===== src/rtl/secreg_rd_pkg.sv =====
package secreg_rd_pkg;

  typedef enum logic [2:0] {
    PH_IDLE,
    PH_CMD,
    PH_ADDR,
    PH_DUMMY,
    PH_DATA,
    PH_SKIP
  } phase_e;

endpackage


===== src/rtl/secreg_rd_sync.sv =====
module secreg_rd_sync #(
  parameter int             W       = 1,
  parameter int             STAGES  = 2,
  parameter logic [W-1:0]   RST_VAL = '0
) (
  input  logic         clk,
  input  logic         rst_n,
  input  logic [W-1:0] d,
  output logic [W-1:0] q
);

  localparam int CW = W * STAGES;

  logic [CW-1:0] chain_q;
  logic [CW-1:0] chain_n;

  generate
    if (STAGES == 1) begin : g_one
      assign chain_n = d;
    end else begin : g_many
      assign chain_n = {chain_q[CW-W-1:0], d};
    end
  endgenerate

  always_ff @(posedge clk or negedge rst_n) begin
    if (!rst_n) chain_q <= {STAGES{RST_VAL}};
    else        chain_q <= chain_n;
  end

  assign q = chain_q[CW-1 -: W];

endmodule


===== src/rtl/secreg_rd_front.sv =====
module secreg_rd_front #(
  parameter int SYNC_STAGES = 2
) (
  input  logic clk,
  input  logic rst_n,
  input  logic cs_n,
  input  logic sclk,
  input  logic si,
  output logic sel_act,
  output logic sck_rise,
  output logic sck_fall,
  output logic sdi
);

  logic [2:0] pins_raw;
  logic [2:0] pins_syn;
  logic       sck_q;
  logic       sck_n;

  assign pins_raw = {cs_n, sclk, si};

  secreg_rd_sync #(
    .W      (3),
    .STAGES (SYNC_STAGES),
    .RST_VAL(3'b100)
  ) u_sync (
    .clk  (clk),
    .rst_n(rst_n),
    .d    (pins_raw),
    .q    (pins_syn)
  );

  assign sck_n = pins_syn[1];

  always_ff @(posedge clk or negedge rst_n) begin
    if (!rst_n) sck_q <= 1'b0;
    else        sck_q <= sck_n;
  end

  assign sel_act  = ~pins_syn[2];
  assign sck_rise =  pins_syn[1] & ~sck_q;
  assign sck_fall = ~pins_syn[1] &  sck_q;
  assign sdi      =  pins_syn[0];

endmodule


===== src/rtl/secreg_rd_ctrl.sv =====
module secreg_rd_ctrl
  import secreg_rd_pkg::*;
#(
  parameter int          ADDR_W   = 24,
  parameter int          OFF_W    = 10,
  parameter int          BYTE_W   = 8,
  parameter int          NUM_REGS = 3,
  parameter logic [7:0]  OPCODE   = 8'h48,
  localparam int         SEL_W    = $clog2(NUM_REGS + 1),
  localparam int         MEM_AW   = SEL_W + OFF_W
) (
  input  logic              clk,
  input  logic              rst_n,
  input  logic              sel_act,
  input  logic              sck_rise,
  input  logic              sdi,
  input  logic              byte_last,
  input  logic [BYTE_W-1:0] mem_rdata,
  output phase_e            phase,
  output logic              mem_re,
  output logic [MEM_AW-1:0] mem_addr,
  output logic              ld,
  output logic [BYTE_W-1:0] ld_val
);

  localparam int CNT_W = $clog2(ADDR_W);

  phase_e             phase_q, phase_n;
  logic [CNT_W-1:0]   cnt_q, cnt_n;
  logic [ADDR_W-2:0]  sr_q, sr_n;
  logic [ADDR_W-1:0]  sr_nxt;
  logic               hit_q, hit_n;
  logic [SEL_W-1:0]   reg_q, reg_n;
  logic [OFF_W-1:0]   off_q, off_n;
  logic               pend_q, pend_n;
  logic               vld_q, vld_n;
  logic [BYTE_W-1:0]  page;
  logic               hi_ok;
  logic               pg_ok;

  assign sr_nxt = {sr_q, sdi};
  assign page   = sr_nxt[2*BYTE_W-1:BYTE_W];
  assign hi_ok  = (sr_nxt[ADDR_W-1:2*BYTE_W] == '0);
  assign pg_ok  = (page != '0) && (page <= BYTE_W'(NUM_REGS));

  always_comb begin
    phase_n = phase_q;
    cnt_n   = cnt_q;
    sr_n    = sr_q;
    hit_n   = hit_q;
    reg_n   = reg_q;
    off_n   = off_q;
    pend_n  = 1'b0;
    vld_n   = pend_q;
    if (!sel_act) begin
      phase_n = PH_IDLE;
      cnt_n   = '0;
    end else begin
      unique case (phase_q)
        PH_IDLE, PH_CMD: begin
          phase_n = PH_CMD;
          if (sck_rise) begin
            sr_n  = sr_nxt[ADDR_W-2:0];
            cnt_n = cnt_q + CNT_W'(1);
            if (cnt_q == CNT_W'(BYTE_W - 1)) begin
              cnt_n   = '0;
              phase_n = (sr_nxt[BYTE_W-1:0] == OPCODE) ? PH_ADDR : PH_SKIP;
            end
          end
        end
        PH_ADDR: begin
          if (sck_rise) begin
            sr_n  = sr_nxt[ADDR_W-2:0];
            cnt_n = cnt_q + CNT_W'(1);
            if (cnt_q == CNT_W'(ADDR_W - 1)) begin
              cnt_n   = '0;
              phase_n = PH_DUMMY;
              hit_n   = hi_ok && pg_ok;
              reg_n   = page[SEL_W-1:0];
              off_n   = sr_nxt[OFF_W-1:0];
              pend_n  = 1'b1;
            end
          end
        end
        PH_DUMMY: begin
          if (sck_rise) begin
            cnt_n = cnt_q + CNT_W'(1);
            if (cnt_q == CNT_W'(BYTE_W - 1)) begin
              cnt_n   = '0;
              phase_n = PH_DATA;
            end
          end
        end
        PH_DATA: begin
          if (byte_last) begin
            off_n  = off_q + OFF_W'(1);
            pend_n = 1'b1;
          end
        end
        default: begin
          phase_n = PH_SKIP;
        end
      endcase
    end
  end

  always_ff @(posedge clk or negedge rst_n) begin
    if (!rst_n) begin
      phase_q <= PH_IDLE;
      cnt_q   <= '0;
      sr_q    <= '0;
      hit_q   <= 1'b0;
      reg_q   <= '0;
      off_q   <= '0;
      pend_q  <= 1'b0;
      vld_q   <= 1'b0;
    end else begin
      phase_q <= phase_n;
      cnt_q   <= cnt_n;
      sr_q    <= sr_n;
      hit_q   <= hit_n;
      reg_q   <= reg_n;
      off_q   <= off_n;
      pend_q  <= pend_n;
      vld_q   <= vld_n;
    end
  end

  assign phase    = phase_q;
  assign mem_re   = pend_q & hit_q;
  assign mem_addr = {reg_q, off_q};
  assign ld       = vld_q;
  assign ld_val   = hit_q ? mem_rdata : {BYTE_W{1'b1}};

endmodule


===== src/rtl/secreg_rd_tx.sv =====
module secreg_rd_tx #(
  parameter int BYTE_W = 8
) (
  input  logic              clk,
  input  logic              rst_n,
  input  logic              in_data,
  input  logic              sck_fall,
  input  logic              ld,
  input  logic [BYTE_W-1:0] ld_val,
  output logic              so,
  output logic              so_oe,
  output logic              byte_last
);

  localparam int IDX_W = $clog2(BYTE_W);

  logic [BYTE_W-1:0] byte_q, byte_n;
  logic [IDX_W-1:0]  idx_q, idx_n;
  logic              so_q, so_n;
  logic              oe_q, oe_n;

  always_comb begin
    byte_n = ld ? ld_val : byte_q;
    idx_n  = idx_q;
    so_n   = so_q;
    oe_n   = oe_q;
    if (!in_data) begin
      oe_n  = 1'b0;
      idx_n = '0;
    end else if (sck_fall) begin
      so_n  = byte_q[IDX_W'(BYTE_W - 1) - idx_q];
      oe_n  = 1'b1;
      idx_n = idx_q + IDX_W'(1);
    end
  end

  always_ff @(posedge clk or negedge rst_n) begin
    if (!rst_n) begin
      byte_q <= '0;
      idx_q  <= '0;
      so_q   <= 1'b0;
      oe_q   <= 1'b0;
    end else begin
      byte_q <= byte_n;
      idx_q  <= idx_n;
      so_q   <= so_n;
      oe_q   <= oe_n;
    end
  end

  assign so        = so_q;
  assign so_oe     = oe_q;
  assign byte_last = in_data & sck_fall & (idx_q == IDX_W'(BYTE_W - 1));

endmodule


===== src/rtl/secreg_read.sv =====
module secreg_read
  import secreg_rd_pkg::*;
#(
  parameter int          ADDR_W      = 24,
  parameter int          OFF_W       = 10,
  parameter int          BYTE_W      = 8,
  parameter int          NUM_REGS    = 3,
  parameter int          SYNC_STAGES = 2,
  parameter logic [7:0]  OPCODE      = 8'h48,
  localparam int         SEL_W       = $clog2(NUM_REGS + 1),
  localparam int         MEM_AW      = SEL_W + OFF_W
) (
  input  logic              clk,
  input  logic              rst_n,
  input  logic              cs_n,
  input  logic              sclk,
  input  logic              si,
  output logic              so,
  output logic              so_oe,
  output logic              mem_re,
  output logic [MEM_AW-1:0] mem_addr,
  input  logic [BYTE_W-1:0] mem_rdata
);

  logic              sel_act;
  logic              sck_rise;
  logic              sck_fall;
  logic              sdi;
  logic              byte_last;
  logic              ld;
  logic [BYTE_W-1:0] ld_val;
  logic              in_data;
  phase_e            phase_w;

  secreg_rd_front #(
    .SYNC_STAGES(SYNC_STAGES)
  ) u_front (
    .clk     (clk),
    .rst_n   (rst_n),
    .cs_n    (cs_n),
    .sclk    (sclk),
    .si      (si),
    .sel_act (sel_act),
    .sck_rise(sck_rise),
    .sck_fall(sck_fall),
    .sdi     (sdi)
  );

  secreg_rd_ctrl #(
    .ADDR_W  (ADDR_W),
    .OFF_W   (OFF_W),
    .BYTE_W  (BYTE_W),
    .NUM_REGS(NUM_REGS),
    .OPCODE  (OPCODE)
  ) u_ctrl (
    .clk      (clk),
    .rst_n    (rst_n),
    .sel_act  (sel_act),
    .sck_rise (sck_rise),
    .sdi      (sdi),
    .byte_last(byte_last),
    .mem_rdata(mem_rdata),
    .phase    (phase_w),
    .mem_re   (mem_re),
    .mem_addr (mem_addr),
    .ld       (ld),
    .ld_val   (ld_val)
  );

  assign in_data = (phase_w == PH_DATA) & sel_act;

  secreg_rd_tx #(
    .BYTE_W(BYTE_W)
  ) u_tx (
    .clk      (clk),
    .rst_n    (rst_n),
    .in_data  (in_data),
    .sck_fall (sck_fall),
    .ld       (ld),
    .ld_val   (ld_val),
    .so       (so),
    .so_oe    (so_oe),
    .byte_last(byte_last)
  );

endmodule


===== config.mk =====
export PLATFORM = sky130hd
export DESIGN_NAME = secreg_read
export DESIGN_NICKNAME = d
export VERILOG_FILES = /design/src/rtl/secreg_rd_pkg.sv /design/src/rtl/secreg_rd_sync.sv /design/src/rtl/secreg_rd_front.sv /design/src/rtl/secreg_rd_ctrl.sv /design/src/rtl/secreg_rd_tx.sv /design/src/rtl/secreg_read.sv
export SDC_FILE = /design/constraint.sdc
export NUM_CORES = 1
export LEC_CHECK = 0
export ABC_AREA = 0
export BUFFER_PORTS_ARGS = -buffer_cell sky130_fd_sc_hd__buf_2
export CORE_MARGIN = 2
export CORE_UTILIZATION = 60
export CTS_CLUSTER_SIZE = 14
export DETAILED_ROUTE_END_ITERATION = 16
export PLACE_DENSITY = 0.83
export SYNTH_ARGS = -nofsm -noshare
export SYNTH_HDL_FRONTEND = slang
export SYNTH_SLANG_ARGS = --single-unit

===== constraint.sdc =====
create_clock -name clk -period 4.8 [get_ports clk]
set_input_delay 0.48 -clock clk [delete_from_list [all_inputs] [get_ports clk]]
set_output_delay 0.48 -clock clk [all_outputs]
set_load 0.05 [all_outputs]

==> implementation parameters, run 1 <==
Parameter                              Value

Global route
  Pin count of the biggest net entering global routing ... 67
  Gr ovfl total ... 0
  Global-route total usage across every layer ... 0.231
  Wire length of the first global-routing pass ... 9630 um
  Initial antenna violation count ... 0
  Via count of the first global-routing pass ... 2075

Outcome
  Run status ... finished, final reports clean

Detailed routing
  Via density per instance ... 5.94
  Average detailed-routed wire length per instance ... 15.7 um
  Count of vias placed by the detailed router ... 2104
  DRT iter0 DRCs ... 144
  Routed Wire Length ... 5540 um
  DRC violation count after routing ... 0
  Drt pass-1 iters ... 4
  Final ANT Viol Nets ... 0

Clock network
  CTS tree ... yes
  CTS max path bufs ... 2
  Setup bufs post-CTS ... 0
  Clock insertion delay at the later pin of the skew report ... 0.34 ns
  CTS hold repair buffers ... 0
  CTS HTree Levels ... 3
  Clk pin slew, worst setup/hold paths ... 0.07 ns
  CTS resizes ... 0
  CTS root buffer ... sky130_fd_sc_hd__clkbuf_8
  Num Clock Sinks ... 66
  Clock buffers created by TritonCTS ... 9

Worst setup path
  Kind of end point of the critical path ... flip-flop
  Worst R2R Start ... u_ctrl.phase[1]
  Worst endpoint required time ... 5.02 ns
  Reg-to-reg slack, setup ... 2.58 ns
  Data arrival at the endpoint of the critical path ... 2.44 ns
  Crit path kind ... flip-flop to flip-flop
  Length in cells of the worst reg-to-reg path ... 5
  Critical-path maximum fanout ... 13
  R2r endpoint ... u_ctrl.off_q[6]
  Category of the worst setup path launch point ... flip-flop

Placement
  RD Place Congestion ... 0.866
  I/O Buffers ... 27
  HPWL reported at the end of detailed placement ... 3840 um
  Dpl ws ... 2.61 ns

Timing
  Clock period minus worst slack ... 2.22 ns
  Actual slew at the worst max-slew pin ... 0.927 ns
  Worst Setup Slack, final ... 2.58 ns
  Crit share post-route ... 0.462
  Number of max-slew violations in the final report ... 0
  Setup violation total in the final timing report ... 0
  Worst slew margin relative to its limit ... 0.380
  Worst-case clock skew ... 0.00998 ns
  Fmax ... 451 MHz
  Fin. Hold Viols ... 0
  Total negative slack ... 0 ns
  Unrepaired setup endpoints after global routing ... no

Pwr
  Switching power total ... 289 uW
  Portion of total power attributed to sequential cells ... 0.475
  Internal power of the cells ... 1.05 mW
  Proportion of power drawn by the clock network ... 0.453
  Part of the power in combinational logic ... 0.072
  Switching fraction of total power ... 0.217
  Lkg Pwr ... 1.62 nW
  Peak supply drop ... 304 uV
  Power density cells ... 386 mW/mm^2

Yosys
  Sequential-to-total area share from yosys stat ... 0.545
  Mapped Avg Cell Area ... 11.9 um^2
  Synthesis warning total ... 0
  Mapped Area ... 0.00304 mm^2
  FFs w/ async S/R, synth ... 1.00
  Number of distinct library cells after synthesis ... 54
  Number of standard cells after synthesis ... 256
  Top flip-flop cell by instance count after synthesis ... sky130_fd_sc_hd__dfrtp_1
  Number of synthesized flops with an enable pin ... 0
  Synth Register Bits ... 66
  Number of nets produced by synthesis ... 273

Floorplan
  Die boundary height ... 75.1 um
  Ports placed on the boundary ... 28
  Number of placement rows ... 25
  Core box area ... 0.00479 mm^2
  Effective utilization at floorplan ... 0.634
  Chip Width ... 75.1 um
  Area of the die ... 0.00564 mm^2

Hold path
  Class of the most critical hold timing path ... input pin to flip-flop
  Hold worst-path end ... u_front.u_sync.chain_q[2]
  Worst Min Path Start ... cs_n
  Worst hold stages ... 1

Layout
  Antenna diodes ... 0
  Layout cells sized above 1 ... 0.293
  Filler cell count in the final layout ... 336
  Fin nets ... 299
  Growth of design area from synthesis to finish ... 13.8%

Job
  Max capacitance violation total ... 0
[cells in the mapped netlist (2+ instances only)]
cell                         n  area, um^2
sky130_fd_sc_hd__dfrtp_1    64        1600
sky130_fd_sc_hd__mux2_2     25         282
sky130_fd_sc_hd__nand2_1    12        45.0
sky130_fd_sc_hd__a21oi_1    11        55.1
sky130_fd_sc_hd__nor2_1     11        41.3
sky130_fd_sc_hd__o21ai_0     9        45.0
sky130_fd_sc_hd__inv_1       8        30.0
sky130_fd_sc_hd__a31oi_1     7        43.8
sky130_fd_sc_hd__buf_2       7        35.0
sky130_fd_sc_hd__nand3_1     7        35.0
sky130_fd_sc_hd__nor3_1      6        30.0
sky130_fd_sc_hd__o22ai_1     6        37.5
sky130_fd_sc_hd__mux2i_1     5        50.1
sky130_fd_sc_hd__nand4_1     5        31.3
sky130_fd_sc_hd__or3_1       5        31.3
sky130_fd_sc_hd__a22oi_1     4        30.0
sky130_fd_sc_hd__ha_1        4        50.1
sky130_fd_sc_hd__nor4_1      4        25.0
sky130_fd_sc_hd__o2bb2a_1    4        40.0
sky130_fd_sc_hd__clkbuf_1    3        11.3
sky130_fd_sc_hd__nor2b_1     3        18.8
sky130_fd_sc_hd__o22a_1      3        26.3
sky130_fd_sc_hd__or3b_1      3        26.3
sky130_fd_sc_hd__a2bb2oi_1   2        17.5
sky130_fd_sc_hd__and2_1      2        12.5
sky130_fd_sc_hd__buf_4       2        15.0
sky130_fd_sc_hd__dfstp_2     2        52.6
sky130_fd_sc_hd__mux4_2      2        45.0
sky130_fd_sc_hd__nand2b_1    2        12.5
sky130_fd_sc_hd__nand3b_1    2        15.0
sky130_fd_sc_hd__nor4b_1     2        17.5
sky130_fd_sc_hd__xnor2_1     2        17.5
[logic make-up after synthesis]
kind of cell / share of synthesized area
buffers and inverters: 0.0350
and+or+nand+nor: 0.148
muxes: 0.124
DFF: 0.545
AOI/OAI and AO/OA: 0.122
xor gates and xnor gates: 0.00866
adders and majority gates: 0.0165
[through the flow]
step                      hold WS [ns]  utilization  cells  area, um^2  power (mW)
final                            0.246        0.722    354        3450        1.33
after global routing             0.224        0.722    354        3450        1.39
after CTS                        0.230        0.722    354        3450        1.35
after detailed placement         0.335        0.666    338        3190       0.741
after global placement           0.332        0.666    338        3190       0.735
after floorplan                  0.184            -    256        3040       0.702
[worst max-delay path by stage]
| stage | start | to | slack, ns | depth (start not counted) |
|---|---|---|---|---|
| global placement | u_ctrl.phase[0] | u_ctrl.off_q[8] | 2.70 | 5 |
| floorplan | u_ctrl.off_q[0] | u_ctrl.off_q[8] | 3.05 | 5 |
| CTS | u_ctrl.phase[0] | u_ctrl.off_q[2] | 2.60 | 5 |
| finish | u_ctrl.phase[1] | u_ctrl.off_q[6] | 2.58 | 5 |
| global route | u_ctrl.cnt_q[0] | u_ctrl.off_q[6] | 2.39 | 6 |
| detailed placement | u_ctrl.phase[0] | u_ctrl.off_q[2] | 2.61 | 5 |
[cell usage in the layout, fill, tap and decap left out, types with 4 or more instances in the layout]
cell and n:
sky130_fd_sc_hd__buf_2 27, sky130_fd_sc_hd__mux2i_1 5, sky130_fd_sc_hd__a31oi_1 7, sky130_fd_sc_hd__ha_1 4
sky130_fd_sc_hd__nand4_1 5, sky130_fd_sc_hd__or3_1 5, sky130_fd_sc_hd__clkbuf_8 9, sky130_fd_sc_hd__a21oi_1 11
sky130_fd_sc_hd__o22ai_1 6, sky130_fd_sc_hd__a22oi_1 4, sky130_fd_sc_hd__o2bb2a_1 4, sky130_fd_sc_hd__nor3_1 6
sky130_fd_sc_hd__o21ai_0 9, sky130_fd_sc_hd__bufinv_16 4, sky130_fd_sc_hd__inv_1 8, sky130_fd_sc_hd__nor4_1 4
sky130_fd_sc_hd__nand3_1 7, sky130_fd_sc_hd__mux2_2 25, sky130_fd_sc_hd__nand2_1 12, sky130_fd_sc_hd__nor2_1 11
sky130_fd_sc_hd__dfrtp_1 64
[state kept, by name, summed over array words and instances (netlist names)]
signal / flops
u_tx.idx_q: 3
u_tx.byte_q: 8
u_ctrl.pend_q: 1
u_ctrl.off_q: 10
u_front.sck_q: 1
u_ctrl.hit_q: 1
u_ctrl.cnt_q: 5
u_tx.so: 1
u_ctrl.phase: 3
u_ctrl.ld: 1
u_tx.so_oe: 1
u_ctrl.reg_q: 2
u_ctrl.sr_q: 23
u_front.u_sync.chain_q: 6
[layout make-up]
type	count	area (um^2)	area share
Timing Repair Buffer	28	143	0.0413
Clock inverter	7	141	0.0409
Clock buffer	9	124	0.0359
Multi-Input combinational cell	168	1270	0.369
Sequential cell	66	1650	0.479
Tap cell	67	83.8	0.0243
Inverter	9	33.8	0.00978
[power groups by stage]
stage	registers (mW)	logic (mW)	clock network, mW
global route	0.637	0.110	0.642
global placement	0.641	0.0943	0
floorplan	0.628	0.0743	0
CTS	0.633	0.0979	0.618
detailed placement	0.643	0.0979	0
finish	0.633	0.0963	0.605
[critical path: stages (launching register included)]
cell	delay (ns)
sky130_fd_sc_hd__dfrtp_1	0.51
sky130_fd_sc_hd__nor4b_2	0.47
sky130_fd_sc_hd__nand3_1	0.41
sky130_fd_sc_hd__and2_1	0.35
sky130_fd_sc_hd__inv_2	0.13
sky130_fd_sc_hd__o2bb2a_1	0.23
[per-layer routing]
layer | part of all wire | global-route usage
met4 | 0.0099 | 0.0893
met3 | 0.038 | 0.0656
met5 | 0 | 0
met2 | 0.51 | 0.368
met1 | 0.45 | 0.303
(Power assumes the default switching activity.)
==> inputs of run 2 (changes only) <==
- CORE_UTILIZATION: 60 -> 53
- PLACE_DENSITY: 0.83 -> 0.78
- clock period: 4.8 -> 1.98 ns (I/O delays scaled with it)
==> implementation parameters, run 2 (synthesis gave the netlist of run 1 again) <==
Parameter                              Value

Floorplan
  Ports placed on the boundary ... 28 (unchanged)
  Area of the die ... 0.00635 mm^2 (was 0.00564 mm^2)
  Die boundary height ... 79.7 um (was 75.1 um)
  Number of placement rows ... 27 (was 25)
  Chip Width ... 79.7 um (was 75.1 um)
  Effective utilization at floorplan ... 0.551 (was 0.634)
  Core box area ... 0.00551 mm^2 (was 0.00479 mm^2)

Timing
  Unrepaired setup endpoints after global routing ... no (unchanged)
  Crit share post-route ... 0.931 (was 0.462)
  Worst-case clock skew ... 0.0137 ns (was 0.00998 ns)
  Setup violation total in the final timing report ... 0 (unchanged)
  Fmax ... 543 MHz (was 451 MHz)
  Total negative slack ... 0 ns (unchanged)
  Actual slew at the worst max-slew pin ... 0.383 ns (was 0.927 ns)
  Fin. Hold Viols ... 0 (unchanged)
  Clock period minus worst slack ... 1.84 ns (was 2.22 ns)
  Hold slack ... 0.0877 ns (was 0.246 ns)
  Worst Setup Slack, final ... 0.137 ns (was 2.58 ns)
  Worst slew margin relative to its limit ... 0.744 (was 0.380)
  Number of max-slew violations in the final report ... 0 (unchanged)

Clock network
  Num Clock Sinks ... 66 (unchanged)
  CTS HTree Levels ... 3 (unchanged)
  Clk pin slew, worst setup/hold paths ... 0.07 ns (about the same)
  CTS root buffer ... sky130_fd_sc_hd__clkbuf_8 (unchanged)
  Clock buffers created by TritonCTS ... 9 (unchanged)
  CTS max path bufs ... 2 (unchanged)
  Clock insertion delay at the later pin of the skew report ... 0.34 ns (about the same)
  CTS tree ... yes (unchanged)

Worst setup path
  Worst R2R Start ... u_ctrl.cnt_q[0] (was u_ctrl.phase[1])
  CP max-delay cell ... sky130_fd_sc_hd__or3_4 (was sky130_fd_sc_hd__dfrtp_1)
  Kind of end point of the critical path ... flip-flop (unchanged)
  Cell class contributing the biggest share of worst-path delay ... simple AND/OR/NAND/NOR gates (unchanged)
  Data arrival at the endpoint of the critical path ... 2.09 ns (was 2.44 ns)
  Category of the worst setup path launch point ... flip-flop (unchanged)
  Worst-path cell chain ... ha_1 > nand3b_1 > or3_4 > or3b_1 > a221oi_2 (was nor4b_2 > nand3_1 > and2_1 > inv_2 > o2bb2a_1)
  Worst endpoint required time ... 2.22 ns (was 5.02 ns)
  Delay of the slowest cell on the worst path ... 0.41 ns (was 0.51 ns)
  Buffers and inverters on the worst path ... 0 (was 1)
  Critical-path maximum fanout ... 5 (was 13)
  Crit path kind ... flip-flop to flip-flop (unchanged)
  Launching element of the worst setup path ... u_ctrl.cnt_q[0] (was u_ctrl.phase[1])

Global route
  Pin count of the biggest net entering global routing ... 67 (unchanged)
  Gr ovfl total ... 0 (unchanged)
  Initial antenna violation count ... 0 (unchanged)
  Via count of the first global-routing pass ... 2143 (was 2075)
  Global-route total usage across every layer ... 0.201 (was 0.231)
  Wire length of the first global-routing pass ... 9740 um (was 9630 um)

Layout
  Flip-flop count of the largest register, all copies and words added ... 23 (unchanged)
  Growth of design area from synthesis to finish ... 17.3% (was 13.8%)
  Most used cells in the layout excluding fill and tap cells ... 64 x sky130_fd_sc_hd__dfrtp_1, 27 x sky130_fd_sc_hd__buf_2, 25 x sky130_fd_sc_hd__mux2_2 (unchanged)
  Fin nets ... 313 (was 299)
  Antenna diodes ... 0 (unchanged)
  Register containing the most flip-flops in the final layout ... u_ctrl.sr_q (unchanged)
  Largest regs ... u_ctrl.sr_q: 23 flops, u_ctrl.off_q: 10 flops, u_tx.byte_q: 8 flops (unchanged)
  Layout cells sized above 1 ... 0.312 (was 0.293)
  Commonest non-fill, non-tap cell in the layout ... sky130_fd_sc_hd__dfrtp_1 (unchanged)

Detailed routing
  Drt pass-1 iters ... 4 (unchanged)
  Via density per instance ... 5.78 (was 5.94)
  Count of vias placed by the detailed router ... 2156 (was 2104)
  DRC violation count after routing ... 0 (unchanged)
  Final ANT Viol Nets ... 0 (unchanged)
  Average detailed-routed wire length per instance ... 15.2 um (was 15.7 um)
  Routed Wire Length ... 5650 um (was 5540 um)
  DRT iter0 DRCs ... 190 (was 144)

Pwr
  Lkg Pwr ... 1.67 nW (was 1.62 nW)
  Peak supply drop ... 659 uV (was 304 uV)
  Power density cells ... 869 mW/mm^2 (was 386 mW/mm^2)

Outcome
  Run status ... finished, final reports clean (unchanged)

Placement
  RD Place Congestion ... 0.870 (was 0.866)
  I/O Buffers ... 27 (unchanged)
  Dpl ws ... 0.169 ns (was 2.61 ns)
  HPWL reported at the end of detailed placement ... 3820 um (was 3840 um)

Job
  Max capacitance violation total ... 0 (unchanged)

Hold path
  Class of the most critical hold timing path ... input pin to flip-flop (unchanged)
  Worst Min Path Start ... mem_rdata[4] (was cs_n)
[run 2: changes by cell type in the layout (fill, tap and decap cells not counted)]
cell and change:
sky130_fd_sc_hd__bufinv_16 -2, sky130_fd_sc_hd__buf_12 +1, sky130_fd_sc_hd__clkinv_2 -1, sky130_fd_sc_hd__inv_6 +1
sky130_fd_sc_hd__clkbuf_8 +2, sky130_fd_sc_hd__dlygate4sd3_1 +4, sky130_fd_sc_hd__buf_4 +9
[run 2: through the flow]
stage / std cells / util / power, mW / cell area (um^2)
floorplan: 256 / - / 1.70 / 3040
global placement: 353 / 0.596 / 1.79 / 3280
detailed placement: 353 / 0.596 / 1.81 / 3280
CTS: 373 / 0.646 / 3.13 / 3560
global route: 373 / 0.646 / 3.23 / 3560
finish: 373 / 0.646 / 3.09 / 3560
[run 2: final cells by class]
type | instances | area (um^2)
fillers | 418 | 1950
flip-flops and latches | 66 | 1650
multi-input cells | 168 | 1270
repair buffers | 42 | 270
clock buffers | 11 | 151
well taps | 72 | 90.1
clock inverters | 5 | 85.1
inverters | 9 | 33.8
[run 2: worst register-to-register path, cell delays in order (launching register included)]
cell	delay [ns]
sky130_fd_sc_hd__dfrtp_1	0.39
sky130_fd_sc_hd__ha_1	0.22
sky130_fd_sc_hd__nand3b_1	0.13
sky130_fd_sc_hd__or3_4	0.41
sky130_fd_sc_hd__or3b_1	0.37
sky130_fd_sc_hd__a221oi_2	0.23
[run 2: layer usage]
metal	wire length, um	share of wire	global-route usage
met1	2560	0.45	0.246
met2	2770	0.49	0.332
met3	251	0.044	0.0735
met4	75	0.013	0.0638
met5	0	0	0
[run 2: final timing paths]
path	endpoint	slack, ns	depth (start not counted)
setup / recovery	u_ctrl.phase[2]	0.14	5
hold / removal	u_tx.byte_q[4]	0.09	2
setup reg to reg	u_ctrl.phase[2]	0.14	5
hold reg to reg	u_front.u_sync.chain_q[3]	0.35	0
max in group asynchronous	u_front.u_sync.chain_q[5]	1.28	3
min in group asynchronous	u_tx.so	0.41	3
[run 2: report_power, final]
part           switching (mW)  internal [mW]  total (mW)
logic                   0.107          0.145       0.252
clock network           0.520          0.784        1.30
registers               0.102           1.44        1.54
total                   0.729           2.37        3.09
[run 2: repair_timing]
action | 4_1_cts | 5_1_grt
hold endpoints to repair | 67 | 0
endpoints found under the setup margin | 0 | 0
setup buffers | 0 | 0
hold buffers | 4 | 0
resized for setup | 0 | 0
==> inputs of run 3 (changes only) <==
- GPL_TIMING_DRIVEN: default -> 0
==> implementation parameters, run 3 (synthesis gave the netlist of run 1 again) <==
Parameter                              Value

Outcome
  Run status ... finished, final reports clean (unchanged)

Pwr
  Peak supply drop ... 672 uV (was 659 uV)
  Power Total ... 3.14 mW (was 3.09 mW)
  Power density cells ... 883 mW/mm^2 (was 869 mW/mm^2)
  Lkg Pwr ... 1.66 nW (was 1.67 nW)

Global route
  Initial antenna violation count ... 0 (unchanged)
  Pin count of the biggest net entering global routing ... 67 (unchanged)
  Gr ovfl total ... 0 (unchanged)
  Wire length of the first global-routing pass ... 10100 um (was 9740 um)
  Via count of the first global-routing pass ... 2217 (was 2143)
  Global-route total usage across every layer ... 0.209 (was 0.201)

Detailed routing
  Met3 Wirelength ... 187 um (was 251 um)
  Average detailed-routed wire length per instance ... 15.7 um (was 15.2 um)
  Total routed wire length on the met1 layer ... 2630 um (was 2560 um)
  Routed Wire Length ... 5890 um (was 5650 um)
  DRC violation count after routing ... 0 (unchanged)
  DR top layer ... met4 (unchanged)
  Count of vias placed by the detailed router ... 2176 (was 2156)
  Drt pass-1 iters ... 4 (unchanged)
  DRT iter0 DRCs ... 154 (was 190)
  Final ANT Viol Nets ... 0 (unchanged)
  Via density per instance ... 5.79 (was 5.78)
  Detailed route wirelength on metal2 ... 2990 um (was 2770 um)

Placement
  Dpl ws ... 0.0415 ns (was 0.169 ns)
  Area after DPL ... 0.00326 mm^2 (was 0.00328 mm^2)
  HPWL reported at the end of detailed placement ... 3990 um (was 3820 um)
  RD Place Congestion ... 0.808 (was 0.870)
  I/O Buffers ... 27 (unchanged)

Timing
  Clock period minus worst slack ... 1.83 ns (was 1.84 ns)
  Worst-case clock skew ... 0.00851 ns (was 0.0137 ns)
  Setup violation total in the final timing report ... 0 (unchanged)
  Total negative slack ... 0 ns (unchanged)
  Worst Setup Slack, final ... 0.147 ns (was 0.137 ns)
  Fmax ... 546 MHz (was 543 MHz)
  Crit share post-route ... 0.926 (was 0.931)
  Number of max-slew violations in the final report ... 0 (unchanged)
  Actual slew at the worst max-slew pin ... 0.808 ns (was 0.383 ns)
  Fin. Hold Viols ... 0 (unchanged)
  Unrepaired setup endpoints after global routing ... no (unchanged)
  Worst slew margin relative to its limit ... 0.461 (was 0.744)

Floorplan
  Chip Width ... 79.7 um (unchanged)
  Die boundary height ... 79.7 um (unchanged)
  Effective utilization at floorplan ... 0.551 (unchanged)
  Area of the die ... 0.00635 mm^2 (unchanged)
  Ports placed on the boundary ... 28 (unchanged)
  Number of placement rows ... 27 (unchanged)
  Core box area ... 0.00551 mm^2 (unchanged)

Worst setup path
  Critical-path maximum fanout ... 5 (unchanged)
  Worst R2R Start ... u_ctrl.cnt_q[0] (unchanged)
  Kind of end point of the critical path ... flip-flop (unchanged)
  Worst-path cell chain ... ha_1 > nand3b_1 > or3_4 > or3b_1 > a221oi_2 (unchanged)
  CP max-delay cell ... sky130_fd_sc_hd__or3_4 (unchanged)
  Crit path kind ... flip-flop to flip-flop (unchanged)
  Delay of the slowest cell on the worst path ... 0.41 ns (about the same)
  Reg-to-reg slack, setup ... 0.15 ns (was 0.14 ns)
  R2r endpoint ... u_ctrl.phase[2] (unchanged)
  Length in cells of the worst reg-to-reg path ... 5 (unchanged)
  Category of the worst setup path launch point ... flip-flop (unchanged)
  Worst endpoint required time ... 2.22 ns (about the same)
  Data arrival at the endpoint of the critical path ... 2.08 ns (was 2.09 ns)

Layout
  Largest regs ... u_ctrl.sr_q: 23 flops, u_ctrl.off_q: 10 flops, u_tx.byte_q: 8 flops (unchanged)
  Register containing the most flip-flops in the final layout ... u_ctrl.sr_q (unchanged)
  Fin nets ... 316 (was 313)
  Commonest non-fill, non-tap cell in the layout ... sky130_fd_sc_hd__dfrtp_1 (unchanged)
  Non-Filler Cell Area, Final ... 0.00356 mm^2 (about the same)
  Growth of design area from synthesis to finish ... 17.3% (about the same)
  Most used cells in the layout excluding fill and tap cells ... 64 x sky130_fd_sc_hd__dfrtp_1, 33 x sky130_fd_sc_hd__buf_2, 25 x sky130_fd_sc_hd__mux2_2 (was 64 x sky130_fd_sc_hd__dfrtp_1, 27 x sky130_fd_sc_hd__buf_2, 25 x sky130_fd_sc_hd__mux2_2)
  Antenna diodes ... 0 (unchanged)
  End-of-flow core utilization ... 0.647 (was 0.646)
  Layout cells sized above 1 ... 0.306 (was 0.312)
  Flip-flop count of the largest register, all copies and words added ... 23 (unchanged)

Clock network
  CTS root buffer ... sky130_fd_sc_hd__clkbuf_8 (unchanged)
  Clock insertion delay at the later pin of the skew report ... 0.34 ns (about the same)
  Clock buffers created by TritonCTS ... 9 (unchanged)
  CTS tree ... yes (unchanged)
  Num Clock Sinks ... 66 (unchanged)
  CTS HTree Levels ... 3 (unchanged)
  Clk pin slew, worst setup/hold paths ... 0.07 ns (about the same)
  CTS max path bufs ... 2 (unchanged)

Hold path
  Worst hold stages ... 2 (unchanged)
  Class of the most critical hold timing path ... input pin to flip-flop (unchanged)
  Worst Min Path Start ... mem_rdata[4] (unchanged)
  Hold worst-path end ... u_tx.byte_q[4] (unchanged)

Job
  Max capacitance violation total ... 0 (unchanged)
run 3: changes by cell type in the layout (fill, tap and decap cells not counted):
cell | previous run | this run
sky130_fd_sc_hd__bufinv_16 | 2 | 3
sky130_fd_sc_hd__clkinvlp_4 | 1 | 2
sky130_fd_sc_hd__buf_2 | 27 | 33
sky130_fd_sc_hd__buf_6 | 0 | 1
sky130_fd_sc_hd__clkinv_4 | 1 | 0
sky130_fd_sc_hd__nor4b_2 | 1 | 0
sky130_fd_sc_hd__buf_4 | 10 | 4
sky130_fd_sc_hd__clkbuf_8 | 11 | 9
sky130_fd_sc_hd__buf_12 | 1 | 0
sky130_fd_sc_hd__clkbuf_1 | 0 | 4
sky130_fd_sc_hd__nor4b_4 | 0 | 1
run 3: final cells by class:
type / count / area, um^2
fill: 424 / 1950
sequential: 66 / 1650
multi-input combinational: 168 / 1280
timing repair buffer: 32 / 185
clock buffer: 10 / 128
clock inverter: 6 / 114
tap: 72 / 90.1
buffer: 13 / 72.6
inverter: 9 / 33.8
run 3: repair_timing:
item,CTS,global route
setup buffers,0,1
resized for setup,0,1
hold buffers,4,0
endpoints found under the hold margin,67,0
setup endpoints to repair,0,6
run 3: layer usage:
layer | track usage | up-vias
li1 | - | 1037
met1 | 0.244 | 1088
met2 | 0.357 | 43
met3 | 0.0724 | 8
met4 | 0.0707 | 0
met5 | 0 | -
run 3: how the worst max path moves through the flow:
| stage | to | startpoint |
|---|---|---|
| 2_1_floorplan | u_ctrl.off_q[8] | u_ctrl.off_q[0] |
| 3_3_place_gp | u_ctrl.off_q[8] | u_ctrl.phase[0] |
| 3_5_place_dp | u_ctrl.off_q[6] | u_ctrl.phase[0] |
| 4_1_cts | u_ctrl.off_q[6] | u_ctrl.phase[0] |
| 5_1_grt | u_ctrl.phase[2] | u_ctrl.cnt_q[0] |
| 6_report | u_ctrl.phase[2] | u_ctrl.cnt_q[0] |
run 3: critical path, delay by kind of cell (launching register included):
family | cells | cell delay [ns]
AO/OA/AOI/OAI | 1 | 0.22
adder cells (fa/ha/maj) | 1 | 0.23
flip-flops | 1 | 0.39
AND/OR/NAND/NOR | 3 | 0.91
run 3: power breakdown:
part | internal (mW) | switching (mW)
sequential | 1.44 | 0.0910
combinational | 0.142 | 0.110
clock | 0.841 | 0.523
run 3: metrics by stage:
step | cells | hold slack, ns
after floorplan | 256 | -0.0976
after global placement | 355 | 0.306
after detailed placement | 355 | 0.308
after CTS | 375 | 0.0772
after global routing | 376 | 0.0795
final | 376 | 0.0884
